File: config.mk
export PLATFORM = sky130hd
export DESIGN_NAME = fetch_unit
export DESIGN_NICKNAME = d
export VERILOG_FILES = /design/src/rtl/ifu_pkg.sv /design/src/rtl/ifu_opclass.sv /design/src/rtl/ifu_pc.sv /design/src/rtl/ifu_ctrl.sv /design/src/rtl/fetch_unit.sv
export SDC_FILE = /design/constraint.sdc
export NUM_CORES = 1
export LEC_CHECK = 0
export CAP_MARGIN = 20
export CORE_UTILIZATION = 45
export CTS_CLUSTER_SIZE = 24
export DETAILED_ROUTE_END_ITERATION = 10
export PLACE_DENSITY = 0.81
export SETUP_SLACK_MARGIN = 0.02
export SYNTH_ARGS = -nofsm -noshare
export SYNTH_HDL_FRONTEND = slang
export SYNTH_SLANG_ARGS = --single-unit
File: constraint.sdc
create_clock -name clk -period 1.7 [get_ports clk]
set_input_delay 0.425 -clock clk [delete_from_list [all_inputs] [get_ports clk]]
set_output_delay 0.425 -clock clk [all_outputs]
set_load 0.005 [all_outputs]
File: src/rtl/ifu_pkg.sv
// Package: ifu_pkg
// Shared constants and the fetch-state type of the instruction fetch unit.
// Assumes the destination address is exactly one word plus the address
// bits that the first word carries.
package ifu_pkg;
    localparam int WORD_W = 16;
    localparam int ADDR_W = 22;
    localparam int MSB_W  = ADDR_W - WORD_W;
    localparam int OPC_W  = WORD_W - MSB_W;

    localparam logic [OPC_W-1:0] OPC_LJMP  = 10'h3D0;
    localparam logic [OPC_W-1:0] OPC_LCALL = 10'h3D1;

    // HEAD: the next word taken is a first word; TAIL: it is operand data
    typedef enum logic {
        FS_HEAD = 1'b0,
        FS_TAIL = 1'b1
    } fetch_state_e;
endpackage

File: src/rtl/ifu_opclass.sv
// Module: ifu_opclass
// Classifies one word as a first word: a long jump, a long call or neither.
// Purely combinational. Assumes the opcode sits in the upper OPC_W bits.
module ifu_opclass #(
    parameter int WORD_W = ifu_pkg::WORD_W,
    parameter int OPC_W  = ifu_pkg::OPC_W,
    parameter logic [OPC_W-1:0] OPC_LJMP  = ifu_pkg::OPC_LJMP,
    parameter logic [OPC_W-1:0] OPC_LCALL = ifu_pkg::OPC_LCALL
) (
    input  logic [WORD_W-1:0] word,
    output logic              is_long,
    output logic              is_call
);
    logic [OPC_W-1:0] opc;

    // Compare the opcode field against both two-word patterns
    always_comb begin
        opc     = word[WORD_W-1 -: OPC_W];
        is_call = (opc == OPC_LCALL);
        is_long = is_call || (opc == OPC_LJMP);
    end
endmodule

File: src/rtl/ifu_pc.sv
// Module: ifu_pc
// Program counter register. It advances by one on every enabled cycle, or it
// takes a full destination address when load is high.
// Assumes load is only asserted together with adv.
module ifu_pc #(
    parameter int ADDR_W = ifu_pkg::ADDR_W
) (
    input  logic              clk,
    input  logic              rst_n,
    input  logic              adv,
    input  logic              load,
    input  logic [ADDR_W-1:0] target,
    output logic [ADDR_W-1:0] pc
);
    // Hold, increment or load the program counter
    always_ff @(posedge clk) begin
        if (!rst_n)
            pc <= '0;
        else if (adv)
            pc <= load ? target : pc + ADDR_W'(1);
    end
endmodule

File: src/rtl/ifu_ctrl.sv
// Module: ifu_ctrl
// Fetch state machine and instruction register. It takes each returned word
// either as a first word (into the register) or as second-word address data
// (around the register), and builds the destination and return address.
// Assumes a synchronous memory whose output holds while the unit is stalled.
module ifu_ctrl #(
    parameter int WORD_W = ifu_pkg::WORD_W,
    parameter int ADDR_W = ifu_pkg::ADDR_W,
    parameter int MSB_W  = ifu_pkg::MSB_W
) (
    input  logic              clk,
    input  logic              rst_n,
    input  logic              adv,
    input  logic [ADDR_W-1:0] pc,
    input  logic [WORD_W-1:0] rdata,
    output logic [WORD_W-1:0] ir,
    output logic              ir_valid,
    output logic              call_strobe,
    output logic [ADDR_W-1:0] ret_addr,
    output logic              load,
    output logic [ADDR_W-1:0] target
);
    import ifu_pkg::*;

    fetch_state_e      state;
    logic              rd_pend;
    logic [ADDR_W-1:0] addr_q;
    logic              head_long;
    logic              head_call;
    logic              ir_long;
    logic              ir_call;
    logic              take_tail;

    ifu_opclass u_cls_rdata (
        .word    (rdata),
        .is_long (head_long),
        .is_call (head_call)
    );

    ifu_opclass u_cls_ir (
        .word    (ir),
        .is_long (ir_long),
        .is_call (ir_call)
    );

    // Build the destination from held upper bits and the incoming data word
    always_comb begin
        take_tail = rd_pend && (state == FS_TAIL);
        load      = adv && take_tail;
        target    = {ir[MSB_W-1:0], rdata};
    end

    // Track which address the word in flight belongs to, and whether it counts
    always_ff @(posedge clk) begin
        if (!rst_n) begin
            rd_pend <= 1'b0;
            addr_q  <= '0;
        end else if (adv) begin
            rd_pend <= !take_tail;
            addr_q  <= pc;
        end
    end

    // Latch first words, step the fetch state and raise the completion flags
    always_ff @(posedge clk) begin
        if (!rst_n) begin
            state       <= FS_HEAD;
            ir          <= '0;
            ir_valid    <= 1'b0;
            call_strobe <= 1'b0;
            ret_addr    <= '0;
        end else if (adv) begin
            call_strobe <= 1'b0;
            if (!rd_pend) begin
                ir_valid <= 1'b0;
            end else if (state == FS_HEAD) begin
                ir       <= rdata;
                ir_valid <= !head_long;
                state    <= head_long ? FS_TAIL : FS_HEAD;
            end else begin
                ir_valid <= 1'b1;
                state    <= FS_HEAD;
                if (ir_call) begin
                    call_strobe <= 1'b1;
                    ret_addr    <= addr_q + ADDR_W'(1);
                end
            end
        end
    end


    tail_needs_long_chk: assert property (@(posedge clk) disable iff (!rst_n)
        (state == FS_TAIL) |-> ir_long);

    ir_hold_in_tail_chk: assert property (@(posedge clk) disable iff (!rst_n)
        (state == FS_TAIL) |=> $stable(ir));

    long_head_not_valid_chk: assert property (@(posedge clk) disable iff (!rst_n)
        (adv && rd_pend && state == FS_HEAD && head_long) |=> (!ir_valid && state == FS_TAIL));

    tail_no_decode_chk: assert property (@(posedge clk) disable iff (!rst_n)
        (adv && take_tail) |=> (state == FS_HEAD && call_strobe == $past(ir_call)));

    logic unused_ok;
    assign unused_ok = head_call;
endmodule

File: src/rtl/fetch_unit.sv
// Module: fetch_unit
// Top of the instruction fetch unit: program counter, fetch state machine and
// instruction register for a 16-bit synchronous program memory with two-word
// long jump and long call. Assumes the memory returns the word of the address
// shown on pm_addr in the following cycle, and holds it while pm_ren is low.
module fetch_unit #(
    parameter int WORD_W = ifu_pkg::WORD_W,
    parameter int ADDR_W = ifu_pkg::ADDR_W
) (
    input  logic              clk,
    input  logic              rst_n,
    input  logic              stall,
    output logic              pm_ren,
    output logic [ADDR_W-1:0] pm_addr,
    input  logic [WORD_W-1:0] pm_rdata,
    output logic [WORD_W-1:0] ir,
    output logic              ir_valid,
    output logic              call_strobe,
    output logic [ADDR_W-1:0] ret_addr
);
    import ifu_pkg::*;

    logic              adv;
    logic              load;
    logic [ADDR_W-1:0] target;
    logic [ADDR_W-1:0] pc;

    // Every unstalled cycle reads the next word
    always_comb begin
        adv     = !stall;
        pm_ren  = adv;
        pm_addr = pc;
    end

    ifu_pc #(.ADDR_W(ADDR_W)) u_pc (
        .clk    (clk),
        .rst_n  (rst_n),
        .adv    (adv),
        .load   (load),
        .target (target),
        .pc     (pc)
    );

    ifu_ctrl #(.WORD_W(WORD_W), .ADDR_W(ADDR_W)) u_ctrl (
        .clk         (clk),
        .rst_n       (rst_n),
        .adv         (adv),
        .pc          (pc),
        .rdata       (pm_rdata),
        .ir          (ir),
        .ir_valid    (ir_valid),
        .call_strobe (call_strobe),
        .ret_addr    (ret_addr),
        .load        (load),
        .target      (target)
    );


    reset_state_chk: assert property (@(posedge clk)
        !rst_n |=> (pm_addr == '0 && !ir_valid && !call_strobe && ret_addr == '0));

    stall_freeze_chk: assert property (@(posedge clk) disable iff (!rst_n)
        stall |=> ($stable(pm_addr) && $stable(ir) && $stable(ir_valid) && $stable(call_strobe)));

    strobe_is_call_chk: assert property (@(posedge clk) disable iff (!rst_n)
        call_strobe |-> (ir_valid && ir[WORD_W-1 -: OPC_W] == OPC_LCALL));

    squash_bubble_chk: assert property (@(posedge clk) disable iff (!rst_n)
        (call_strobe && !stall) |=> !ir_valid);

    pc_step_chk: assert property (@(posedge clk) disable iff (!rst_n)
        (!stall && !load) |=> (pm_addr == $past(pm_addr) + ADDR_W'(1)));
endmodule

* After elaboration in Yosys (flattened, before gate mapping)
Cells that the tools add are included.
** Word-level totals
- Memories kept :: 0
- Logic and storage cells :: 32
- Output and inout bits :: 63
- Register bits after elaboration :: 86
- RAM bits :: 0
- Bits in read-only memories :: 0
- Bits of input ports :: 19
- Latch bits :: 0
** Cells by class
- Divide/modulo/power cells :: 0
- $mul :: 0
- Reductions and logical operators :: 9
- Shifts and indexed selects :: 0
- Mux-type cells :: 8
- Magnitude comparators :: 0
- $add $sub $neg :: 2
- Equal/unequal tests :: 3
- Bitwise gates (word level) :: 2
** Operator list (count)
- $add A22 B1 Y22 const B :: 2
- $eq A10 B10 Y1 const B :: 3
- $mux W22 :: 1
- $mux W1 :: 7
- $reduce_and A4 Y1 :: 1
- $logic_not A1 Y1 :: 3
- $reduce_and A3 Y1 :: 1
- $logic_and A1 B1 Y1 :: 2
- $not A1 Y1 :: 2
- $reduce_and A2 Y1 :: 1
- $logic_or A1 B1 Y1 :: 1

* Longest topological paths before layout
- Depth in word-level cells :: 5
- Depth in mapped cells :: 7
- Depth with buffers taken out :: 5

* By module
A second synthesis with hierarchy kept.
** Unflattened totals
- Cells, all modules :: 511
- Area total of the unflattened synthesis :: 4322.9 µm²
** By module, submodules not included
- ifu_ctrl :: times used 1, area each 2778.9 µm², seq. area each 1281.2 µm², cells an instance 321
- ifu_pc :: times used 1, area each 1430.1 µm², seq. area each 440.4 µm², cells an instance 181
- ifu_opclass :: times used 2, area each 55.1 µm², seq. area each 0.0 µm², cells an instance 4
- fetch_unit :: times used 1, area each 3.8 µm², seq. area each 0.0 µm², cells an instance 1

* Worst setup path after synthesis
Ideal clock, no wire load.
- Path kind :: register to register
- Start point :: register u_pc.pc[0]
- End point :: register u_pc.pc[20]
- Data required time :: 1638 ps
- Data arrival time :: 1739 ps
- Period minus slack after synthesis :: 1801 ps
- Stages on the path, launching flop included :: 6
- Buffers on the path :: 0
- Library setup time :: 62 ps
- Slack :: -101 ps
- Cells stage by stage :: dfxtp_1 -> ha_1 -> nand3_1 -> or3_4 -> or4b_1 -> nand3_1
** Between the ends
- Longest elaborated chain between the ends :: 2
** Ends and longest elaborated chain
- start: declaration :: line ifu_pc.sv:13 : output logic [ADDR_W-1:0] pc
- start signal: assignment :: line ifu_pc.sv:20 : pc <= load ? target : pc + ADDR_W'(1);
- $add A22 B1 Y22 :: line ifu_pc.sv:20
- $mux W22 :: line ifu_pc.sv:20
No other way between the ends.
A chain may end at the register's enable or synchronous reset.

* Worst setup path in the final report
- Start point :: register u_ctrl.ir[7]
- End point :: register u_ctrl.ret_addr[17]
** Between the ends
- Longest elaborated chain between the ends :: 2
** Ends and longest elaborated chain
- start: declaration :: line ifu_ctrl.sv:16 : output logic [WORD_W-1:0] ir,
- start signal: assignment :: line ifu_ctrl.sv:77 : ir <= rdata;
- $eq A10 B10 Y1 :: line ifu_opclass.sv:19 : is_call = (opc == OPC_LCALL);
- $reduce_and A4 Y1 (no source line)
- end signal: assignment :: line ifu_ctrl.sv:85 : ret_addr <= addr_q + ADDR_W'(1);
- end: declaration :: line ifu_ctrl.sv:19 : output logic [ADDR_W-1:0] ret_addr,
No other way between the ends.

==> metrics.md <==
| Metric | Value |
|---|---|
| Largest net degree at the start of global routing | 45 |
| Fillers | 664 |
| CTS tree | done |
| CTS Sinks | 86 |
| Synthesized area per cell | 8.60 um^2 |
| Cell Rows | 34 |
| Port-buffer cells | 81 |
| Post-DP Area | 5560 um^2 |
| Starting DRT DRC Count | 280 |
| Skew-Pair Late Insertion Delay | 0.36 ns |
| Syn nets | 497 |
| Wire length per cell | 18.2 um |
| Critical path arrival | 2.08 ns |
| Routed WL | 13700 um |
| Placer Congestion | 0.980 |
| Endpoints failing setup | 20 |
| RSZ-0062 raised after global routing | yes |
| Overflow after GRT | 0 |
| CTS buffer count | 9 |
| Worst hold slack | 0.473 ns |
| CP startpoint kind | register |
| GRT Overall Usage | 28.1% |
| DR vias/cell | 5.92 |
| Fin Setup TNS | -1.01 ns |
| Synth async-reset ratio | 0% |
| Hold_buf cts | 0 |
| Final Hold Fails | 0 |
| Hold Path Class | reg2reg |
| Peak supply drop | 0.000330 V |
| Drt pass-1 iters | 5 |
| Die ar. | 9480 um^2 |
| R2r endpoint | u_ctrl.ret_addr[17] |
| Number of I/O pins | 82 |
| R2R Setup Slk | -0.09 ns |
| Post-Syn Area | 4090 um^2 |
| Reg2reg path depth | 4 |
| FF-to-FF Start | u_ctrl.ir[7] |
| Period minus WS final | 1.79 ns |
| Slew HR | 70.2% |
| Antenna Cells | 0 |
| Design area | 6270 um^2 |
| Final Util | 71.6% |
| Slew Limit Fails | 0 |
| First-pass GRT wire length | 21500 um |
| Initial antenna violation count | 0 |
| Crit path from | u_ctrl.ir[7] |
| Max_cap viols | 0 |
| Vias | 4458 |
| Nature of the critical path endpoint | register |
| Initial core utilization | 46.7% |
| Fmax | 0.560 GHz |
| Htree depth | 3 |
| CTS Root Buffer Type | clkbuf_8 |
| Number of global-route vias before repair | 4288 |
| Most frequent cells in the layout | buf_4, clkdlybuf4s50_1, nand2_1, dfxtp_1, nor2_1 |
| Max Fanout on Critical Path | 5 |
| Ys Warns | 0 |
| Post-DP HPWL | 9270 um |
| CP endpoint | u_ctrl.ret_addr[17] |
| Hold depth | 2 |
| Final net count | 661 |
| Synth Flop Type | dfxtp_1 |
| Total power | 4.13 mW |
| Post-Syn Instances | 476 |
| WS Path Type | reg2reg |
| Pwr/cell area | 659 nW/um^2 |
| Status | finished with violations |
| Non-filler cells, final | 753 |
| Fin worst setup slack | -0.0866 ns |
| Worst-Margin Slew | 0.442 ns |
| Dpl ws | -0.282 ns |
| Placed cells | 716 |
| Clock Path Buffers | 2 |
| Layout area overhead | 53.4% |
| Die span in x | 97.4 um |
| Final Cycle Share | 105% |
| Most common cell after layout, fill and taps aside | buf_4 |
| Share of cells above drive strength 1 | 29.9% |
| WP data required | 1.99 ns |
| Die Y | 97.4 um |
| # DRC | 0 |
| Failing checks | setup timing |
| FF+latch count, synth | 86 |
| Worst-path clk slew | 0.09 ns |
| Pleak | 2.59 nW |
| Sequential area share after synthesis | 42.1% |
| Yosys cell types | 60 |
| Core area | 8760 um^2 |
| Worst clock skew | 0.0160 ns |
| Number of synthesized flops with an enable pin | 0 |
| Remaining antenna violation count | 0 |
==> per-layer routing <==
| layer | global-route usage, % | up-vias | share of wire (%) |
|---|---|---|---|
| met4 | 12.2 | 0 | 3.4 |
| met2 | 48.4 | 188 | 50 |
| met3 | 4.39 | 41 | 5.6 |
| met1 | 34.7 | 2131 | 41 |
| met5 | 0 | - | 0 |
| li1 | - | 2098 | - |
==> how the worst min path moves through the flow <==
stage	start	endpoint	slack, ns
6_report	u_ctrl.ir[6]	u_ctrl.ir[6]	0.47
5_1_grt	u_ctrl.ir[15]	u_ctrl.ir[15]	0.50
4_1_cts	u_ctrl.ir[14]	u_ctrl.ir[14]	0.48
3_5_place_dp	u_ctrl.ir[14]	u_ctrl.ir[14]	0.47
3_3_place_gp	u_ctrl.ir[14]	u_ctrl.ir[14]	0.46
2_1_floorplan	u_ctrl.ir[11]	u_ctrl.ir[11]	0.46
==> layout make-up <==
| class | count | area [um^2] | share of cell area (%) |
|---|---|---|---|
| Sequential cell | 86 | 1800 | 28.6 |
| Clock buffer | 11 | 141 | 2.25 |
| Timing Repair Buffer | 181 | 1720 | 27.5 |
| Tap cell | 108 | 135 | 2.15 |
| Inverter | 8 | 30.0 | 0.479 |
| Multi-Input combinational cell | 354 | 2370 | 37.7 |
| Clock inverter | 5 | 82.6 | 1.32 |
==> sequential cells by signal, summed over array words and instances, names as in the netlist <==
| name | flops |
|---|---|
| u_ctrl.addr_q | 22 |
| u_ctrl.call_strobe | 1 |
| u_ctrl.ir | 16 |
| u_ctrl.ir_valid | 1 |
| u_ctrl.rd_pend | 1 |
| u_ctrl.ret_addr | 22 |
| u_ctrl.state | 1 |
| u_pc.pc | 22 |
==> what timing repair did <==
item	in CTS	in global routing
pin swaps	0	4
resized for setup	53	55
setup endpoints to repair	48	56
cloned	1	3
setup buffers	11	6
==> synthesized netlist by cell type (all sizes together), types with 2 or more instances <==
library cell	instances	area [um^2]
a211oi	10	75.1
a21o	2	15.0
a21oi	33	165
a221o	2	21.3
a22o	7	61.3
a22oi	4	30.0
a31o	2	17.5
a31oi	4	25.0
a32o	2	20.0
a32oi	8	70.1
and2	4	25.0
and3	10	63.8
and4	9	78.8
buf	12	57.6
clkbuf	16	61.3
dfxtp	86	1720
ha	2	25.0
inv	7	26.3
mux2i	23	230
nand2	52	195
nand2b	4	25.0
nand3	22	110
nand4	15	100
nor2	44	165
nor3	7	35.0
nor4	7	65.1
nor4b	2	17.5
o211ai	13	97.6
o21ai	20	100
o221a	2	22.5
o22ai	3	18.8
or3	7	48.8
or4	3	26.3
or4b	2	23.8
xnor2	9	78.8
xor2	8	70.1
==> worst max-delay path: stages, from the launching register on <==
cell and delay, ns:
dfxtp_2 0.33, or4b_4 0.56, or4_4 0.50, a211o_1 0.26, nand3_1 0.06
==> report_power, final <==
part / switching, mW / total (mW) / internal (mW)
Sequential: 0.0369 / 2.07 / 2.03
Combinational: 0.202 / 0.414 / 0.212
Clock: 0.773 / 1.65 / 0.876
==> kinds of logic (layout without fill, tap and decap cells) <==
kind of cell,count (synthesis),count (layout),synth area share (%)
simple gates,194,194,25.1
compound gates,118,118,19.3
flops,86,86,42.1
buf+inv,36,205,3.64
mux,23,23,5.63
xor+xnor,17,17,3.64
fa+ha+maj,2,2,0.612
Note: power is estimated with default switching activity, not from simulation.
